### src/rtl/pwrmon_pkg.sv
package pwrmon_pkg;

    localparam int ADDR_W = 6;

    localparam logic [ADDR_W-1:0] OFS_STATUS = 6'h08;
    localparam logic [ADDR_W-1:0] OFS_THR    = 6'h10;
    localparam logic [ADDR_W-1:0] OFS_HOST   = 6'h18;
    localparam logic [ADDR_W-1:0] OFS_ACCEL  = 6'h20;

    typedef enum logic [0:0] {
        BUS_IDLE = 1'b0,
        BUS_RESP = 1'b1
    } bus_state_e;

    typedef enum logic [2:0] {
        SEL_NONE,
        SEL_STATUS,
        SEL_THR,
        SEL_HOST,
        SEL_ACCEL
    } reg_sel_e;

    function automatic reg_sel_e decode_ofs(input logic [ADDR_W-1:0] a);
        reg_sel_e s;
        s = SEL_NONE;
        if (a == OFS_STATUS) s = SEL_STATUS;
        if (a == OFS_THR)    s = SEL_THR;
        if (a == OFS_HOST)   s = SEL_HOST;
        if (a == OFS_ACCEL)  s = SEL_ACCEL;
        return s;
    endfunction

endpackage

### src/rtl/pwrmon_bus.sv
module pwrmon_bus
    import pwrmon_pkg::*;
#(
    parameter int DW = 64
) (
    input  logic              clk,
    input  logic              rst_n,
    input  logic              rd_i,
    input  logic              wr_i,
    input  logic [ADDR_W-1:0] addr_i,
    input  logic [DW-1:0]     rword_i,
    output reg_sel_e          sel_o,
    output logic              wr_thr_o,
    output logic              wr_host_o,
    output logic              wr_accel_o,
    output logic [DW-1:0]     rdata_o,
    output logic              rvalid_o
);

    bus_state_e state_q;
    bus_state_e state_d;

    // next-state selection
    always_comb begin
        state_d = state_q;
        unique case (state_q)
            BUS_IDLE: if (rd_i)  state_d = BUS_RESP;
            BUS_RESP: if (!rd_i) state_d = BUS_IDLE;
        endcase
    end

    // state register
    always_ff @(posedge clk) begin
        if (!rst_n) state_q <= BUS_IDLE;
        else        state_q <= state_d;
    end

    // read data capture
    always_ff @(posedge clk) begin
        if (!rst_n)    rdata_o <= '0;
        else if (rd_i) rdata_o <= rword_i;
    end

    // outputs
    always_comb begin
        sel_o      = decode_ofs(addr_i);
        rvalid_o   = (state_q == BUS_RESP);
        wr_thr_o   = wr_i && (sel_o == SEL_THR);
        wr_host_o  = wr_i && (sel_o == SEL_HOST);
        wr_accel_o = wr_i && (sel_o == SEL_ACCEL);
    end

endmodule

### src/rtl/pwrmon_thresh.sv
module pwrmon_thresh #(
    parameter int PWR_W = 18,
    parameter int THR_W = 7,
    parameter int NUM   = 2
) (
    input  logic                       clk,
    input  logic                       rst_n,
    input  logic                       wr_i,
    input  logic [NUM-1:0]             be_i,
    input  logic [8*NUM-1:0]           wdata_i,
    input  logic [PWR_W-1:0]           pwr_i,
    output logic [NUM-1:0][THR_W-1:0]  thr_o,
    output logic [NUM-1:0]             alarm_o
);

    localparam logic [THR_W-1:0] THR_MAX = '1;
    localparam int               PAD     = PWR_W - THR_W;

    for (genvar g = 0; g < NUM; g++) begin : g_lvl
        logic [7:0]       lane;
        logic [THR_W-1:0] sat;
        logic [THR_W-1:0] thr_q;
        logic             hit_q;

        assign lane = wdata_i[8*g +: 8];

        // clamp over-range values to the largest level
        always_comb begin
            if (lane > 8'(THR_MAX)) sat = THR_MAX;
            else                    sat = lane[THR_W-1:0];
        end

        always_ff @(posedge clk) begin
            if (!rst_n)                thr_q <= THR_MAX;
            else if (wr_i && be_i[g])  thr_q <= sat;
        end

        always_ff @(posedge clk) begin
            if (!rst_n) hit_q <= 1'b0;
            else        hit_q <= (pwr_i >= {{PAD{1'b0}}, thr_q});
        end

        assign thr_o[g]   = thr_q;
        assign alarm_o[g] = hit_q;
    end

endmodule

### src/rtl/pwrmon_limit.sv
module pwrmon_limit #(
    parameter int LIM_W = 15
) (
    input  logic             clk,
    input  logic             rst_n,
    input  logic             wr_i,
    input  logic [1:0]       be_i,
    input  logic [15:0]      wdata_i,
    output logic [LIM_W:0]   raw_o,
    output logic [LIM_W-1:0] eff_o
);

    localparam int W = LIM_W + 1;

    logic [W-1:0] q;
    logic [15:0]  mask;
    logic [15:0]  merged;

    always_comb begin
        mask   = {{8{be_i[1]}}, {8{be_i[0]}}};
        merged = (16'(q) & ~mask) | (wdata_i & mask);
    end

    always_ff @(posedge clk) begin
        if (!rst_n)    q <= '0;
        else if (wr_i) q <= merged[W-1:0];
    end

    assign raw_o = q;
    assign eff_o = q[LIM_W] ? q[LIM_W-1:0] : '0;

endmodule

### src/rtl/pwrmon_regs.sv
module pwrmon_regs
    import pwrmon_pkg::*;
#(
    parameter int PWR_W = 18,
    parameter int THR_W = 7,
    parameter int LIM_W = 15,
    parameter int DW    = 64
) (
    input  logic              clk,
    input  logic              rst_n,
    input  logic [PWR_W-1:0]  pwr_sample_i,
    input  logic              lat_tol_i,
    input  logic              reg_rd_i,
    input  logic              reg_wr_i,
    input  logic [ADDR_W-1:0] reg_addr_i,
    input  logic [DW/8-1:0]   reg_be_i,
    input  logic [DW-1:0]     reg_wdata_i,
    output logic [DW-1:0]     reg_rdata_o,
    output logic              reg_rvalid_o,
    output logic              alarm_warn_o,
    output logic              alarm_crit_o,
    output logic [LIM_W-1:0]  host_lim_eff_o,
    output logic [LIM_W-1:0]  accel_lim_eff_o
);

    localparam int NLVL  = 2;
    localparam int NLIM  = 2;
    localparam int ALM_B = 16;

    reg_sel_e                  sel;
    logic                      wr_thr;
    logic                      wr_host;
    logic                      wr_accel;
    logic [DW-1:0]             rword;
    logic [NLVL-1:0][THR_W-1:0] thr_w;
    logic [NLVL-1:0]           alarm_w;
    logic [NLIM-1:0]           lim_wr;
    logic [NLIM-1:0][LIM_W:0]  lim_raw;
    logic [NLIM-1:0][LIM_W-1:0] lim_eff;
    logic                      unused_bits;

    assign unused_bits = ^{reg_wdata_i[DW-1:16], reg_be_i[DW/8-1:2]};

    pwrmon_bus #(.DW(DW)) u_bus (
        .clk        (clk),
        .rst_n      (rst_n),
        .rd_i       (reg_rd_i),
        .wr_i       (reg_wr_i),
        .addr_i     (reg_addr_i),
        .rword_i    (rword),
        .sel_o      (sel),
        .wr_thr_o   (wr_thr),
        .wr_host_o  (wr_host),
        .wr_accel_o (wr_accel),
        .rdata_o    (reg_rdata_o),
        .rvalid_o   (reg_rvalid_o)
    );

    pwrmon_thresh #(.PWR_W(PWR_W), .THR_W(THR_W), .NUM(NLVL)) u_thr (
        .clk     (clk),
        .rst_n   (rst_n),
        .wr_i    (wr_thr),
        .be_i    (reg_be_i[NLVL-1:0]),
        .wdata_i (reg_wdata_i[8*NLVL-1:0]),
        .pwr_i   (pwr_sample_i),
        .thr_o   (thr_w),
        .alarm_o (alarm_w)
    );

    assign lim_wr = {wr_accel, wr_host};

    for (genvar g = 0; g < NLIM; g++) begin : g_lim
        pwrmon_limit #(.LIM_W(LIM_W)) u_lim (
            .clk     (clk),
            .rst_n   (rst_n),
            .wr_i    (lim_wr[g]),
            .be_i    (reg_be_i[1:0]),
            .wdata_i (reg_wdata_i[15:0]),
            .raw_o   (lim_raw[g]),
            .eff_o   (lim_eff[g])
        );
    end

    // read word selection
    always_comb begin
        rword = '0;
        unique case (sel)
            SEL_STATUS: rword = DW'({lat_tol_i, pwr_sample_i});
            SEL_THR: begin
                rword[THR_W-1:0]      = thr_w[0];
                rword[8 +: THR_W]     = thr_w[1];
                rword[ALM_B +: NLVL]  = alarm_w;
            end
            SEL_HOST:  rword = DW'(lim_raw[0]);
            SEL_ACCEL: rword = DW'(lim_raw[1]);
            default:   rword = '0;
        endcase
    end

    assign alarm_warn_o    = alarm_w[0];
    assign alarm_crit_o    = alarm_w[1];
    assign host_lim_eff_o  = lim_eff[0];
    assign accel_lim_eff_o = lim_eff[1];

endmodule

### config.mk
export PLATFORM = sky130hd
export DESIGN_NAME = pwrmon_regs
export DESIGN_NICKNAME = d
export VERILOG_FILES = /design/src/rtl/pwrmon_pkg.sv /design/src/rtl/pwrmon_bus.sv /design/src/rtl/pwrmon_thresh.sv /design/src/rtl/pwrmon_limit.sv /design/src/rtl/pwrmon_regs.sv
export SDC_FILE = /design/constraint.sdc
export NUM_CORES = 1
export LEC_CHECK = 0
export ABC_CLOCK_PERIOD_IN_PS = 3600
export CAP_MARGIN = 20
export CORE_AREA = 2 2 119 121
export CTS_BUF_LIST = sky130_fd_sc_hd__clkbuf_16
export DETAILED_ROUTE_END_ITERATION = 8
export DIE_AREA = 0 0 121 123
export GPL_TIMING_DRIVEN = 0
export MAX_ROUTING_LAYER = met4
export PLACE_DENSITY = 0.82
export SYNTH_ARGS = -nofsm -noshare
export SYNTH_HDL_FRONTEND = slang
export SYNTH_HIERARCHICAL = 1
export SYNTH_SLANG_ARGS = --single-unit
### constraint.sdc
create_clock -name clk -period 3.6 [get_ports clk]
set_clock_uncertainty 0.15 [all_clocks]
set_input_delay 0.36 -clock clk [delete_from_list [all_inputs] [get_ports clk]]
set_output_delay 0.36 -clock clk [all_outputs]
set_load 0.01 [all_outputs]
# --- Word level (Yosys, flattened, before mapping) ---
# Cells that the tools add are included.
op_classes:
  eq_ne: 8
  reduce_logical: 5
  div: 0
  n_lt_le_gt_ge: 4
  mul: 0
  n_mux: 15
  bitwise_logic: 6
  add_sub_neg: 0
  shifts: 0
ops:
  columns: ["operator", "n"]
  rows:
  - ["one-hot mux 7 bit (4 select lines)", 2]
  - ["AND 16 bit", 3]
  - [">= comparator 18 x 7 -> 1 bit", 2]
  - ["bitwise OR 16 bit", 2]
  - ["2-to-1 mux 15 bit", 2]
  - ["> comparator 8 x 7 -> 1 bit (second input constant)", 2]
  - ["inverter 16 bit", 1]
  - ["2-to-1 mux 7 bit", 2]
  - ["== test 6 x 5 -> 1 bit (second input constant)", 2]
  - ["== test 3 x 2 -> 1 bit (second input constant)", 2]
  - ["== test 6 x 4 -> 1 bit (second input constant)", 1]
  - ["== test 6 bit (second input constant)", 1]
  - ["one-hot mux 1 bit (3 select lines)", 2]
  - ["logical AND 1 bit", 5]
  - ["2-to-1 mux 2 bit", 2]
  - ["one-hot mux 2 bit (2 select lines)", 1]
  - ["== test 3 x 1 -> 1 bit (second input constant)", 1]
  - ["== test 3 bit (second input constant)", 1]
  - ["2-to-1 mux 1 bit", 3]
  - ["2-to-1 mux 3 bit", 1]
totals:
  input_bits: 101
  latchBits: 0
  rom_bits: 0
  ramBits: 0
  n_memories: 0
  reg_bits: 113
  out_inout_bits: 97

# --- Depth between registers and ports, before layout ---
# Gate-level depths: netlist (run 1).
depth:
  ltp_word: 8
  ltp_mapped: 7
  mapped_depth_nobuf: 6

# --- By module ---
# Netlist (run 1), hierarchy kept.
modules_own_cells:
  columns: ["mod", "cells_per_inst", "n_inst", "area_per_inst_um2"]
  rows:
  - ["pwrmon_bus", 218, 1, 2567.5]
  - ["pwrmon_limit", 91, 2, 808.3]
  - ["pwrmon_regs", 100, 1, 934.6]
  - ["pwrmon_thresh", 115, 1, 928.4]

# --- Least setup slack after synthesis (run 1) ---
# No wires, ideal clock.
synth_timing:
  path_kind: "in2reg"
  start: "input port reg_addr_i[1]"
  end: "register u_bus.rdata_o[3]"
  setup_time_ps: 116
  required_ps: 3334
  cell_stages: 7
  arrival_time_ps: 2167
  setup_slack_ps: 1167
  path_cell_list: "or3_1 -> nor3_1 -> buf_2 -> and4b_1 -> or4_1 -> mux2i_1 -> nor2b_1"
synth_via:
  word_cells_on_any_way: 13
  cone_classes: "eq/ne: 8; mux: 5"
synth_rtl:
  columns: ["element", "line_no", "source"]
  rows:
  - ["start: declaration", "pwrmon_regs.sv:15", "input logic [ADDR_W-1:0] reg_addr_i,"]
  - ["== test 6 bit *", "pwrmon_pkg.sv:29", "if (a == OFS_ACCEL) s = SEL_ACCEL;"]
  - ["2-to-1 mux 3 bit *", "pwrmon_pkg.sv:29", null]
  - ["via sel[2]", "pwrmon_regs.sv:30", "reg_sel_e sel;"]
  - ["== test 3 bit, or another cell as far along", "pwrmon_regs.sv:87", "unique case (sel)"]
  - ["one-hot mux 7 bit (4 select lines) *", "pwrmon_regs.sv:87", null]
  - ["via rword[3]", "pwrmon_regs.sv:34", "logic [DW-1:0] rword;"]
  - ["end signal: assignment", "pwrmon_bus.sv:41", "else if (rd_i) rdata_o <= rword_i;"]
  - ["end: declaration", "pwrmon_bus.sv:16", "output logic [DW-1:0] rdata_o,"]
# Mark *: on every way through the listed nets, which the timed path passes. The rest lies on a longest branch.
# A chain may end at the register's enable or synchronous reset.

# --- Worst setup path in the final report (run 1) ---
layout_timing:
  start: "input port reg_addr_i[1]"
  end: "register u_bus.rdata_o[14]"
# The elaborated chain is that of the path after synthesis.

==> results of run 1 <==
path summary, 6_finish.rpt:
check,startpoint,endpoint,depth (start not counted)
max reg2reg,u_thr/g_lvl[0].thr_q[5],u_thr/g_lvl[0].hit_q,6
max,reg_addr_i[1],u_bus/rdata_o[14],8
min reg2reg,register,register,2
min,reg_rd_i,u_bus/rdata_o[54],3
synthesized netlist by cell type, drive strengths merged, types with 15 or more instances:
master    n  area (um^2)
nor2     16         60.1
mux2i    66          661
and4b    15          150
buf      42          380
nand4    32          200
nor2b    65          407
and2     40          260
nor3     16         80.1
dfxtp   113         2260
o21ai    48          360
nor4bb   35          350
nand2    34          128
metrics by stage:
step / total power [W] / std cells / hold WS [ns] / instance area (um^2)
floorplan: 0.00150 / 659 / 0.286 / 6210
global placement: 0.00166 / 981 / 0.310 / 7860
detailed placement: 0.00167 / 981 / 0.310 / 7860
CTS: 0.00331 / 1013 / 0.187 / 8440
global route: 0.00339 / 1013 / 0.205 / 8440
finish: 0.00328 / 1013 / 0.201 / 8440
layout make-up:
type                    instances  area [um^2]  share of cell area [%]
clock inverters                15          151                    1.79
repair buffers                142         1420                    16.8
inverters                      14         52.6                   0.623
plain buffers                  57          473                    5.61
well taps                     180          225                    2.67
clock buffers                  17          425                    5.04
flip-flops and latches        113         2260                    26.8
multi-input cells             475         3420                    40.6
cell families after synthesis:
kind of cell    Yosys count
compound gates           62
buf+inv                  71
simple gates            288
flops                   113
fa+ha+maj                14
mux                      66
other cells               1
worst register-to-register path: stages, from the launching register on:
cell,delay (ns)
dfxtp_1,0.35
inv_1,0.06
ha_1,0.29
a211o_1,0.28
o221ai_1,0.17
a21oi_1,0.08
o31a_1,0.30
power groups by stage:
stage	logic (W)	clock network [W]	registers, W
floorplan	0.000154	0	0.00134
global placement	0.000333	0	0.00133
detailed placement	0.000339	0	0.00133
CTS	0.000340	0.00166	0.00131
global route	0.000366	0.00172	0.00131
finish	0.000340	0.00164	0.00131
layer usage:
metal / share of wire, % / up-vias
met5: 0 / -
met1: 44 / 2351
li1: - / 2573
met4: 2.8 / 0
met3: 5.9 / 37
met2: 47 / 198
==> out/qor.txt, run 1 <==
list of cells traversed by the critical path = clkdlybuf4s50_1, or3_1, nor3_1, buf_2, and4b_1, or4_1, mux2i_1, nor2b_1
post-synthesis average cell area = 9.83 um^2
post-route ant nets = 0
number of enable flip-flop cells after synthesis = 0
CP max stage cell = or4_1
routed via count = 5159
Syn. warnings = 6
CTS Root Buffer Type = clkbuf_16
n_diodes = 0
proportion of power drawn by flip-flops and latches = 39.8%
overall die height = 123 um
crit-path leading delay family = simple AND/OR/NAND/NOR gates
area fraction in compound gates after synthesis = 7.90%
worst slew pin tran = 0.699 ns
via count of the first global-routing pass = 5018
All-Layer GR Usage = 22.6%
RePlAce Congestion = 0.898
I/O pins = 198
final critical-path setup slack = 0.724 ns
pin count of the biggest net entering global routing = 20
slack of the worst reg-to-reg path = 1.82 ns
met1 layer usage reported by global route = 27.3%
final period utilization = 79.9%
routed wire length = 15900 um
average via count per standard cell = 5.09
Post CTS Setup Buffer Count = 0
summed negative setup slack over all endpoints = 0 ns
final setup violation count = 0
count of cell types in the netlist = 47
stage delay of the slowest cell on the critical path = 0.55 ns
starting density of the core = 44.4%
share of cells above drive strength 1 = 13.6%
most frequent standard cell in the layout excluding fill and tap cells = clkdlybuf4s50_1
fraction of the mapped netlist area in simple logic gates = 32.1%
internal power of the cells = 0.00254 W
kind of end point of the critical path = register
Gate power share = 10.4%
number of hold-slack violations in the final timing report = 0
H-tree depth reported by CTS = 4
Clk pwr share = 49.9%
post-layout min period = 2.88 ns
area of the placeable core = 13600 um^2
Max Cap Violations = 0
Achievable Freq = 348 MHz
half-perimeter wire length after placement = 12500 um
Seq cells post-synth = 113
power dissipated by switching net loads = 0.000742 W
required time of the worst setup path = 3.76 ns
Synth-to-Final Area Change = 39.5%
max-slew violation total from the final report = 0
post-synthesis instance area = 6050 um^2
dominant synthesized flop cell = dfxtp_1
die outline area = 14900 um^2
kind of path behind the tightest hold check = in2reg
Post-Place Setup Slack = 0.296 ns
Pwr per Cell Area = 389 nW/um^2
nets@finish = 935
Startpoint Class = input port
initial antenna violation count = 0
insertion delay of the later-clocked pin in the worst-skew pair = 0.41 ns
main combinational cell family by area after synthesis = simple AND/OR/NAND/NOR gates
global-route wire length before repair = 25400 um
worst relative slew slack = 53.2%
share of cell area taken by muxes after synthesis = 10.9%
routed len/inst = 15.7 um
parity-gate share of the synthesized area counting xor and xnor cells = 0%
most frequent cells in the layout = clkdlybuf4s50_1 (142), dfxtp_1 (113), mux2i_1 (66)
cts bufs inserted = 17
status = finished clean
count of mapped cells out of synthesis = 615
hold-fix buffer count after cts = 0
Row Count = 43
CTS Buffer Depth = 2
Congestion Overflow GR = 0
routing layer with the top usage in global route = met2
leakage power summed over all cells = 3.65 nW
starting DRC count in detailed routing = 265
CTS tree = built
fill cell count = 1168
switching share of power = 22.6%
met2 GRT Util = 36.3%
count of input and output buffers = 142
Adder-Cell Fraction of Synth Area = 2.90%
Post-synth ARST share = 0%
Worst IR Drop VDD = 297 uV
Worst Path Class, Setup = in2reg
Max Fanout on Critical Path = 10
count of unresolved DRC violations after routing = 0
CP bufs+invs = 2
post-cts sizing count = 0
setup repair after global routing missed its margin = false
horizontal die dimension = 121 um
number of detailed-routing iterations run before antenna repair = 5
post-synthesis sequential area ratio = 37.4%
arrival time at the worst endpoint = 3.03 ns
Reg clk slew, reported paths = 0.05 ns
utilization after layout = 62.0%
clock tree sinks = 113
met3 Usage GRT = 5.07%
(Power assumes the default switching activity.)
==> run 2, diff against run 1 <==
--- a/config.mk
+++ b/config.mk
@@ -5,12 +5,12 @@
 export SDC_FILE = /design/constraint.sdc
 export NUM_CORES = 1
 export LEC_CHECK = 0
-export ABC_CLOCK_PERIOD_IN_PS = 3600
+export ABC_CLOCK_PERIOD_IN_PS = 2560
 export CAP_MARGIN = 20
-export CORE_AREA = 2 2 119 121
+export CORE_AREA = 2 2 122 124
 export CTS_BUF_LIST = sky130_fd_sc_hd__clkbuf_16
 export DETAILED_ROUTE_END_ITERATION = 8
-export DIE_AREA = 0 0 121 123
+export DIE_AREA = 0 0 124 126
 export GPL_TIMING_DRIVEN = 0
 export MAX_ROUTING_LAYER = met4
 export PLACE_DENSITY = 0.82
==> constraint.sdc (replaced) <==
create_clock -name clk -period 2.56 [get_ports clk]
set_clock_uncertainty 0.15 [all_clocks]
set_input_delay 0.256 -clock clk [delete_from_list [all_inputs] [get_ports clk]]
set_output_delay 0.256 -clock clk [all_outputs]
set_load 0.01 [all_outputs]
==> out/qor.txt, run 2 (synthesized netlist as in run 1, its figures left out) <==
CP bufs+invs = 2
worst relative slew slack = 53.1%
post-route ant nets = 0
number of hold-slack violations in the final timing report = 0
All-Layer GR Usage = 22.1%
met1 layer usage reported by global route = 26.0%
insertion delay of the later-clocked pin in the worst-skew pair = 0.41 ns
initial antenna violation count = 0
summed negative setup slack over all endpoints = 0 ns
routing layer with the top usage in global route = met2
utilization after layout = 59.3%
fill cell count = 1228
stage delay of the slowest cell on the critical path = 0.54 ns
die outline area = 15600 um^2
most frequent standard cell in the layout excluding fill and tap cells = clkdlybuf4s50_1
arrival time at the worst endpoint = 2.07 ns
via count of the first global-routing pass = 5085
Reg clk slew, reported paths = 0.05 ns
kind of end point of the critical path = output pin
Congestion Overflow GR = 0
total area of multi-input combinational cells = 3440 um^2
hold slack = 0.104 ns
overall die height = 126 um
Max Cap Violations = 0
Layout Cells excl Fill = 1018
CP max stage cell = clkdlybuf4s50_1
CTS Buffer Depth = 2
crit-path leading delay family = buffers and inverters
Achievable Freq = 404 MHz
share of cells above drive strength 1 = 13.5%
H-tree depth reported by CTS = 4
Register Area = 2260 um^2
horizontal die dimension = 124 um
half-perimeter wire length after placement = 12600 um
routed len/inst = 16.1 um
final setup violation count = 0
number of detailed-routing iterations run before antenna repair = 4
nets@finish = 936
starting DRC count in detailed routing = 228
CTS Root Buffer Type = clkbuf_16
average via count per standard cell = 5.06
RePlAce Congestion = 0.905
Synth-to-Final Area Change = 40.3%
pin count of the biggest net entering global routing = 20
routed via count = 5151
list of cells traversed by the critical path = clkbuf_1, and2_1, clkdlybuf4s50_1
final period utilization = 96.8%
Pwr per Cell Area = 556 nW/um^2
kind of path behind the tightest hold check = in2reg
worst slew pin tran = 0.701 ns
Max Fanout on Critical Path = 10
Startpoint Class = register
post-layout min period = 2.48 ns
I/O pins = 198
area of the placeable core = 14300 um^2
cts bufs inserted = 17
Worst Path Class, Setup = reg2out
routed wire length = 16300 um
summed area of non-filler cells in the final layout = 8480 um^2
clock tree sinks = 113
count of unresolved DRC violations after routing = 0
starting density of the core = 42.2%
setup repair after global routing missed its margin = false
Worst IR Drop VDD = 480 uV
cell area after placement = 7860 um^2
met3 Usage GRT = 4.94%
status = finished clean
Row Count = 44
most frequent cells in the layout = clkdlybuf4s50_1 (142), dfxtp_1 (113), mux2i_1 (66)
global-route wire length before repair = 25900 um
max-slew violation total from the final report = 0
required time of the worst setup path = 2.15 ns
leakage power summed over all cells = 3.66 nW
CTS tree = built
met2 GRT Util = 35.6%
count of input and output buffers = 142
number of instances in the placed design = 985
n_diodes = 0
==> run 2: cell types whose count changed in the layout (fill, tap and decap cells not counted), sizes merged <==
| cell | delta |
|---|---|
| clkinv | +1 |
| inv | -2 |
| clkbuf | +1 |
| bufinv | +1 |
==> run 2: timing repair <==
action | CTS | global route
pin swaps | 0 | 1
resized for setup | 1 | 3
setup buffers | 0 | 1
hold buffers | 0 | 0
setup endpoints to repair | 14 | 14
==> run 2: metrics by stage <==
stage / setup slack (ns) / total power [W]
2_1_floorplan: 0.231 / 0.00211
3_3_place_gp: -0.590 / 0.00234
3_5_place_dp: -0.642 / 0.00235
4_1_cts: 0.00651 / 0.00476
5_1_grt: 0.0106 / 0.00488
6_report: 0.0817 / 0.00472
==> run 2: where the power goes <==
part,leakage (nW),switching [W],internal [W]
Sequential,0.921,0.0000261,0.00181
Combinational,2.45,0.000216,0.000263
Clock,0.287,0.000805,0.00160
Total,3.66,0.00105,0.00367
==> run 2: layout make-up <==
| cell class | count | area share, % |
|---|---|---|
| Buffer | 57 | 5.60 |
| Clock inverter | 15 | 2.04 |
| Sequential cell | 113 | 26.7 |
| Clock buffer | 17 | 5.01 |
| Multi-Input combinational cell | 475 | 40.5 |
| Inverter | 14 | 0.619 |
| Timing Repair Buffer | 143 | 16.8 |
| Tap cell | 184 | 2.71 |
==> run 2: path summary, 6_finish.rpt <==
path	depth (start not counted)	start	end	slack, ns
worst max-delay path	3	register	host_lim_eff_o[4]	0.08
worst min-delay path	3	reg_rd_i	u_bus/rdata_o[51]	0.10
worst max register to register	6	u_thr/g_lvl[0].thr_q[5]	u_thr/g_lvl[0].hit_q	0.76
worst min register to register	2	register	register	0.32
==> run 2: tightest hold or removal path: stages <==
cell,delay (ns)
buf_6,0.15
mux2i_1,0.12
nor2b_1,0.09
==> run 2: per-layer routing <==
| metal | up-vias | wire length [um] |
|---|---|---|
| met1 | 2359 | 7220 |
| met3 | 37 | 943 |
| met4 | 0 | 483 |
| li1 | 2585 | - |
| met2 | 170 | 7700 |
| met5 | - | 0 |
==> run 3, diff against run 2 <==
--- a/config.mk
+++ b/config.mk
@@ -14,6 +14,7 @@
 export GPL_TIMING_DRIVEN = 0
 export MAX_ROUTING_LAYER = met4
 export PLACE_DENSITY = 0.82
+export SLEW_MARGIN = 15
 export SYNTH_ARGS = -nofsm -noshare
 export SYNTH_HDL_FRONTEND = slang
 export SYNTH_HIERARCHICAL = 1
==> results of run 3 <==
Same layout as run 2: the final DEF is identical, and so are final timing and power.
